**src/rtl/gpio_ovr_pkg.sv**
```systemverilog
package gpio_ovr_pkg;

    localparam int SEL_W = 2;

    typedef enum logic [SEL_W-1:0] {
        SEL_DATA = 2'd0,
        SEL_PULL = 2'd1,
        SEL_SLEW = 2'd2,
        SEL_DIR  = 2'd3
    } reg_sel_e;

endpackage

```
**src/rtl/gpio_in_sync.sv**
```systemverilog
module gpio_in_sync #(
    parameter int WIDTH  = 8,
    parameter int STAGES = 2
) (
    input  logic             clk,
    input  logic             rst_n,
    input  logic [WIDTH-1:0] async_in,
    output logic [WIDTH-1:0] sync_out
);

    logic [STAGES-1:0][WIDTH-1:0] stage_d, stage_q;

    always_comb begin
        stage_d[0] = async_in;
        for (int s = 1; s < STAGES; s++) begin
            stage_d[s] = stage_q[s-1];
        end
    end

    always_ff @(posedge clk or negedge rst_n) begin
        if (!rst_n) stage_q <= '0;
        else        stage_q <= stage_d;
    end

    assign sync_out = stage_q[STAGES-1];

endmodule

```
**src/rtl/gpio_regfile.sv**
```systemverilog
module gpio_regfile
    import gpio_ovr_pkg::*;
#(
    parameter int WIDTH  = 8,
    parameter int ADDR_W = 3
) (
    input  logic              clk,
    input  logic              rst_n,
    input  logic [ADDR_W-1:0] bus_addr,
    input  logic              bus_wr_en,
    input  logic [WIDTH-1:0]  bus_wr_data,
    output logic [WIDTH-1:0]  bus_rd_data,
    input  logic [WIDTH-1:0]  pin_sync,
    output logic [WIDTH-1:0]  latch_val,
    output logic [WIDTH-1:0]  pull_val,
    output logic [WIDTH-1:0]  slew_val,
    output logic [WIDTH-1:0]  dir_val
);

    typedef struct packed {
        logic [WIDTH-1:0] latch;
        logic [WIDTH-1:0] pull;
        logic [WIDTH-1:0] slew;
        logic [WIDTH-1:0] dir;
    } port_regs_t;

    port_regs_t regs_d, regs_q;
    logic       mapped;
    reg_sel_e   sel;

    generate
        if (ADDR_W > SEL_W) begin : g_wide
            assign mapped = (bus_addr[ADDR_W-1:SEL_W] == '0);
        end else begin : g_narrow
            assign mapped = 1'b1;
        end
    endgenerate

    assign sel = reg_sel_e'(bus_addr[SEL_W-1:0]);

    always_comb begin
        regs_d = regs_q;
        if (bus_wr_en && mapped) begin
            unique case (sel)
                SEL_DATA: regs_d.latch = bus_wr_data;
                SEL_PULL: regs_d.pull  = bus_wr_data;
                SEL_SLEW: regs_d.slew  = bus_wr_data;
                SEL_DIR:  regs_d.dir   = bus_wr_data;
            endcase
        end
    end

    always_ff @(posedge clk or negedge rst_n) begin
        if (!rst_n) regs_q <= '0;
        else        regs_q <= regs_d;
    end

    always_comb begin
        bus_rd_data = '0;
        if (mapped) begin
            unique case (sel)
                SEL_DATA: bus_rd_data = (regs_q.latch & regs_q.dir) | (pin_sync & ~regs_q.dir);
                SEL_PULL: bus_rd_data = regs_q.pull;
                SEL_SLEW: bus_rd_data = regs_q.slew;
                SEL_DIR:  bus_rd_data = regs_q.dir;
            endcase
        end
    end

    assign latch_val = regs_q.latch;
    assign pull_val  = regs_q.pull;
    assign slew_val  = regs_q.slew;
    assign dir_val   = regs_q.dir;

endmodule

```
**src/rtl/gpio_pad_ctrl.sv**
```systemverilog
module gpio_pad_ctrl #(
    parameter int WIDTH = 8
) (
    input  logic [WIDTH-1:0] latch_val,
    input  logic [WIDTH-1:0] pull_val,
    input  logic [WIDTH-1:0] slew_val,
    input  logic [WIDTH-1:0] dir_val,
    input  logic [WIDTH-1:0] tmr_own,
    input  logic [WIDTH-1:0] tmr_cmp_mode,
    input  logic [WIDTH-1:0] tmr_out,
    output logic [WIDTH-1:0] pad_oe,
    output logic [WIDTH-1:0] pad_out,
    output logic [WIDTH-1:0] pad_pullup,
    output logic [WIDTH-1:0] pad_slew
);

    for (genvar p = 0; p < WIDTH; p++) begin : g_pin
        always_comb begin
            if (tmr_own[p] && tmr_cmp_mode[p]) begin
                pad_oe[p]     = 1'b1;
                pad_out[p]    = tmr_out[p];
                pad_pullup[p] = 1'b0;
                pad_slew[p]   = slew_val[p];
            end else if (tmr_own[p]) begin
                pad_oe[p]     = 1'b0;
                pad_out[p]    = 1'b0;
                pad_pullup[p] = pull_val[p] & ~dir_val[p];
                pad_slew[p]   = 1'b0;
            end else begin
                pad_oe[p]     = dir_val[p];
                pad_out[p]    = latch_val[p];
                pad_pullup[p] = pull_val[p] & ~dir_val[p];
                pad_slew[p]   = slew_val[p] & dir_val[p];
            end
        end
    end

endmodule

```
**src/rtl/gpio_port_ovr.sv**
```systemverilog
module gpio_port_ovr #(
    parameter int NPINS       = 8,
    parameter int ADDR_W      = 3,
    parameter int SYNC_STAGES = 2
) (
    input  logic              clk,
    input  logic              rst_n,
    input  logic [ADDR_W-1:0] bus_addr,
    input  logic              bus_wr_en,
    input  logic [NPINS-1:0]  bus_wr_data,
    output logic [NPINS-1:0]  bus_rd_data,
    input  logic [NPINS-1:0]  pad_in,
    output logic [NPINS-1:0]  pad_oe,
    output logic [NPINS-1:0]  pad_out,
    output logic [NPINS-1:0]  pad_pullup,
    output logic [NPINS-1:0]  pad_slew,
    input  logic [NPINS-1:0]  tmr_own,
    input  logic [NPINS-1:0]  tmr_cmp_mode,
    input  logic [NPINS-1:0]  tmr_out
);

    logic [NPINS-1:0] pin_sync;
    logic [NPINS-1:0] latch_val, pull_val, slew_val, dir_val;

    gpio_in_sync #(.WIDTH(NPINS), .STAGES(SYNC_STAGES)) i_sync (
        .clk      (clk),
        .rst_n    (rst_n),
        .async_in (pad_in),
        .sync_out (pin_sync)
    );

    gpio_regfile #(.WIDTH(NPINS), .ADDR_W(ADDR_W)) i_regs (
        .clk         (clk),
        .rst_n       (rst_n),
        .bus_addr    (bus_addr),
        .bus_wr_en   (bus_wr_en),
        .bus_wr_data (bus_wr_data),
        .bus_rd_data (bus_rd_data),
        .pin_sync    (pin_sync),
        .latch_val   (latch_val),
        .pull_val    (pull_val),
        .slew_val    (slew_val),
        .dir_val     (dir_val)
    );

    gpio_pad_ctrl #(.WIDTH(NPINS)) i_pads (
        .latch_val    (latch_val),
        .pull_val     (pull_val),
        .slew_val     (slew_val),
        .dir_val      (dir_val),
        .tmr_own      (tmr_own),
        .tmr_cmp_mode (tmr_cmp_mode),
        .tmr_out      (tmr_out),
        .pad_oe       (pad_oe),
        .pad_out      (pad_out),
        .pad_pullup   (pad_pullup),
        .pad_slew     (pad_slew)
    );

endmodule

```
**config.mk**
```make
export PLATFORM = sky130hd
export DESIGN_NAME = gpio_port_ovr
export DESIGN_NICKNAME = d
export VERILOG_FILES = /design/src/rtl/gpio_ovr_pkg.sv /design/src/rtl/gpio_in_sync.sv /design/src/rtl/gpio_regfile.sv /design/src/rtl/gpio_pad_ctrl.sv /design/src/rtl/gpio_port_ovr.sv
export SDC_FILE = /design/constraint.sdc
export NUM_CORES = 1
export LEC_CHECK = 0
export ABC_CLOCK_PERIOD_IN_PS = 2700
export BUFFER_PORTS_ARGS = -buffer_cell sky130_fd_sc_hd__buf_4
export CAP_MARGIN = 20
export CORE_UTILIZATION = 53
export DETAILED_ROUTE_END_ITERATION = 8
export PLACE_DENSITY = 0.95
export SYNTH_ARGS = -nofsm -noshare
export SYNTH_HDL_FRONTEND = slang
export SYNTH_SLANG_ARGS = --single-unit
```
**constraint.sdc**
```tcl
create_clock -name clk -period 2.7 [get_ports clk]
set_clock_uncertainty 0.05 [all_clocks]
set_input_delay 0.27 -clock clk [delete_from_list [all_inputs] [get_ports clk]]
set_output_delay 0.27 -clock clk [all_outputs]
set_load 0.02 [all_outputs]
```
Word level (Yosys, flattened, before mapping):

Index checks and enable logic that the tools add are counted.

* register bits after elaboration: 48
* input bits: 46

* reduce and logical (&&, ||, !) cells: 14
* equality and inequality tests: 3
* bitwise gates (word level): 29
* muxes and demuxes: 58

Operators with widths (number)
* $mux W1: 56
* $pmux W8 S4: 1
* $and A1 B1 Y1: 16
* $and A8 B8 Y8: 2
* $logic_and A1 B1 Y1: 9
* $not A1 Y1: 9
* $mux W8: 1
* $not A8 Y8: 1
* $or A8 B8 Y8: 1
* $reduce_and A2 Y1: 4
* $eq A2 B2 Y1 const B: 2
* $eq A2 B1 Y1 const B: 1
* $logic_not A2 Y1: 1

Logic depth before layout (Yosys ltp):

* depth after elaboration: 5
* mapped depth: 4

Modules after synthesis:

From an unflattened synthesis, not the netlist that was laid out.

* cells, all modules: 196
* area, all modules: 2423.6 um^2

Modules (own cells, without submodules)
* gpio_regfile: sequential area each 800.8 um^2, times used 1, area each 1594.0 um^2, cells each 116
* gpio_pad_ctrl: sequential area each 0.0 um^2, times used 1, area each 429.2 um^2, cells each 64
* gpio_in_sync: sequential area each 400.4 um^2, times used 1, area each 400.4 um^2, cells each 16

Least setup slack after synthesis:

No wires, ideal clock.

* path type: input -> output
* start: input bus_addr[1]
* end: output bus_rd_data[5]
* arrival time: 1.815 ns
* stages on the path: 4
* path slack: 0.565 ns
* cell sequence: buf_2 > clkbuf_1 > a2111oi_0 > a2111oi_0

* word-level cells in the longest chain between the ends: 3
* elaborated cells between the ends (all ways): 6
* classes of those cells: 3 x eq/ne; 2 x mux; 1 x reduce/logical

RTL lines
* start: declaration: RTL line gpio_port_ovr.sv:8 `input logic [ADDR_W-1:0] bus_addr,`
* $eq A2 B2 Y1, or another cell as far along: RTL line gpio_regfile.sv:61 `unique case (sel)`
* $pmux W8 S4 *: RTL line gpio_regfile.sv:61
* $mux W8 *: RTL line gpio_regfile.sv:60 `if (mapped) begin`
* end: declaration: RTL line gpio_port_ovr.sv:11 `output logic [NPINS-1:0] bus_rd_data,`

Every way passes the cells marked *; elsewhere a longest branch is shown, timed or not.

Worst setup path after layout:

* start: input bus_addr[1]
* end: output bus_rd_data[4]

Same word-level chain as after synthesis.

==> out/qor.yml <==
io-pin-count: 86
syn_to_final_growth_pct: 32.3
cts-buffers-inserted: 5
min_period_ps: 2040
num_vias: 1839
core_area_mm2: 0.00409
io_buffer_count: 85
path_class: "in -> out"
rows: 23
grt_overflow_total: 0
maxCapViolCount: 0
synthCells: 196
avgSynthCellArea_um2: 11.8
totalPowerFinal_mw: 1.95
synth_nets: 242
clockRootBuffer: "clkbuf_8"
status: "finished clean"
die_area_mm2: 0.00462
fp.dieW_um: 67.9
finalSetupViolCount: 0
final_cell_mix: "buf_4, dfrtp_1, mux2_2"
combPwrFrac_pct: 30.3
synthTopCellsByArea: "dfrtp_1, mux2_2, a2111oi_0"
initial_core_util_pct: 56.4
yosysTopAreaCellShare_pct: 52.1
cts_tree: "built"
final_common_cell: "buf_4"
irDropWorstVdd_uv: 445
crit_path_end_kind: "primary output"
cts.htree.levels: 2
drt-vias-per-instance: 5.51
switching_share_pct: 31.1
yosysUniqueCellTypes: 22
yosysSeqAreaShare_pct: 52.1
antennaDiodeCount: 0
p_clk_share_pct: 22.0
worst-r2r-setup-slack_ps: 1840
power_switching_uw: 608
drt.antenna.violating_nets: 0
ys_warn_count: 0
fill_cells: 291
crit_arrival_ps: 1720
grtUsageTotal_pct: 23.8
first_pass_iters: 4
maxSlewHeadroom_pct: 61.5
cp.required_ps: 2380
final_util_pct: 74.6
dp_slack_ps: 688
nets: 329
hold_class: "in -> reg"
setup_ws_ps: 662
synth_area_mm2: 0.00230
p_leak_nw: 1.48
hpwl_um: 3730
gp_congestion: 0.760
yosysTopAreaCell: "dfrtp_1"
grt_pass1_vias: 1804
finalSetupTns_ps: 0
fin_crit_sh_pct: 75.5
clock_latency_ps: 300
drc: 0
worst_pin_slew_ps: 578
drv_slew: 0
max_freq_mhz: 491
cts.clk_slew.worst_paths_ps: 80
grt_pass1_wl_um: 7940
wl_per_cell_um: 15.4
rsz0062_at_grt: "false"
hold_slack_ps: 21.5
pwr-share-seq_pct: 47.7
antenna_found_initial: 0
critical_path.max_fanout: 20
clock-sinks: 48
p_per_area_mw_per_mm2: 640
drt-total-wl_um: 5140
die_h_um: 67.9
synth-seq-cells: 48
post-cts-setup-buffer-count: 0
worstSetupStartpointType: "primary input"
dr.first_iter.drc_count: 46
grt_max_degree: 49
power.internal_mw: 1.34
hold_violations: 0
drive_gt1_share_pct: 45.1
clock_path_buffers: 2
[cell type report]
| cell class | instances | area (um^2) | share of cell area, % |
|---|---|---|---|
| repair buffers | 86 | 648 | 21.3 |
| well taps | 50 | 62.6 | 2.05 |
| multi-input cells | 126 | 987 | 32.4 |
| clock buffers | 8 | 90.1 | 2.95 |
| flip-flops and latches | 48 | 1200 | 39.4 |
| inverters | 16 | 60.1 | 1.97 |
[repair_timing]
action	4_1_cts	5_1_grt
hold buffers	1	0
endpoints found under the hold margin	48	0
resized for setup	0	0
[stage by stage]
step / std cells / instance area, um^2
detailed placement: 325 / 2950
global placement: 325 / 2950
finish: 334 / 3050
global route: 334 / 3050
CTS: 334 / 3050
floorplan: 196 / 2300
[logic make-up (layout without fill, tap and decap cells)]
family	Yosys count	after routing	synth area share [%]
flip-flops	48	48	52.1
buffers and inverters	22	110	5.05
multiplexers	40	40	19.1
AND/OR/NAND/NOR	54	54	14.2
AO/OA/AOI/OAI	32	32	9.55
[flip-flops by register name, indices dropped and copies added, names as in the netlist]
register          flops
i_regs.dir_val        8
i_regs.latch_val      8
i_regs.pull_val       8
i_regs.slew_val       8
i_sync.stage_d        8
i_sync.sync_out       8
[cells in the mapped netlist]
cell type,number
dfrtp_1,48
mux2_2,32
a2111oi_0,16
inv_1,16
o21ai_0,16
and2_1,10
and3_1,8
mux2i_1,8
nand2_1,8
nand3_1,8
nor2_1,8
nor2b_1,6
buf_2,2
buf_6,2
buf_12,1
clkbuf_1,1
nand2b_1,1
nand2b_4,1
nand4b_2,1
nor2_2,1
nor3_4,1
nor3b_4,1
[path summary, 6_finish.rpt]
check	cells after the start	endpoint	from
max in group asynchronous	2	i_sync.sync_out[7]	rst_n
worst max-delay path	5	bus_rd_data[4]	bus_addr[1]
worst min register to register	0	i_sync.sync_out[0]	i_sync.stage_d[8]
worst min-delay path	1	i_sync.stage_d[12]	pad_in[4]
min in group asynchronous	2	i_regs.dir_val[5]	rst_n
worst max register to register	1	i_regs.dir_val[1]	i_regs.dir_val[1]
[worst max-delay path, cell delays in order]
cell,delay [ps]
buf_4,230
nand2b_1,430
nor2_1,70
a2111oi_0,480
buf_4,230
[power groups by stage]
stage               combinational (mW)  sequential, mW  clock [mW]
floorplan                        0.356           0.911           0
global placement                 0.571           0.938           0
detailed placement               0.592           0.944           0
CTS                              0.595           0.931       0.445
global route                     0.644           0.949       0.470
finish                           0.591           0.931       0.430
[routing by layer]
layer | track usage, % | wire, um | share of wire (%) | vias up
met5 | 0 | 0 | 0 | -
met4 | 7.81 | 70 | 1.4 | 0
met3 | 5.67 | 354 | 6.9 | 5
met2 | 42.2 | 2630 | 51 | 76
met1 | 28.2 | 2080 | 40 | 881
li1 | - | - | - | 877
Power figures use the tool's default switching activity.
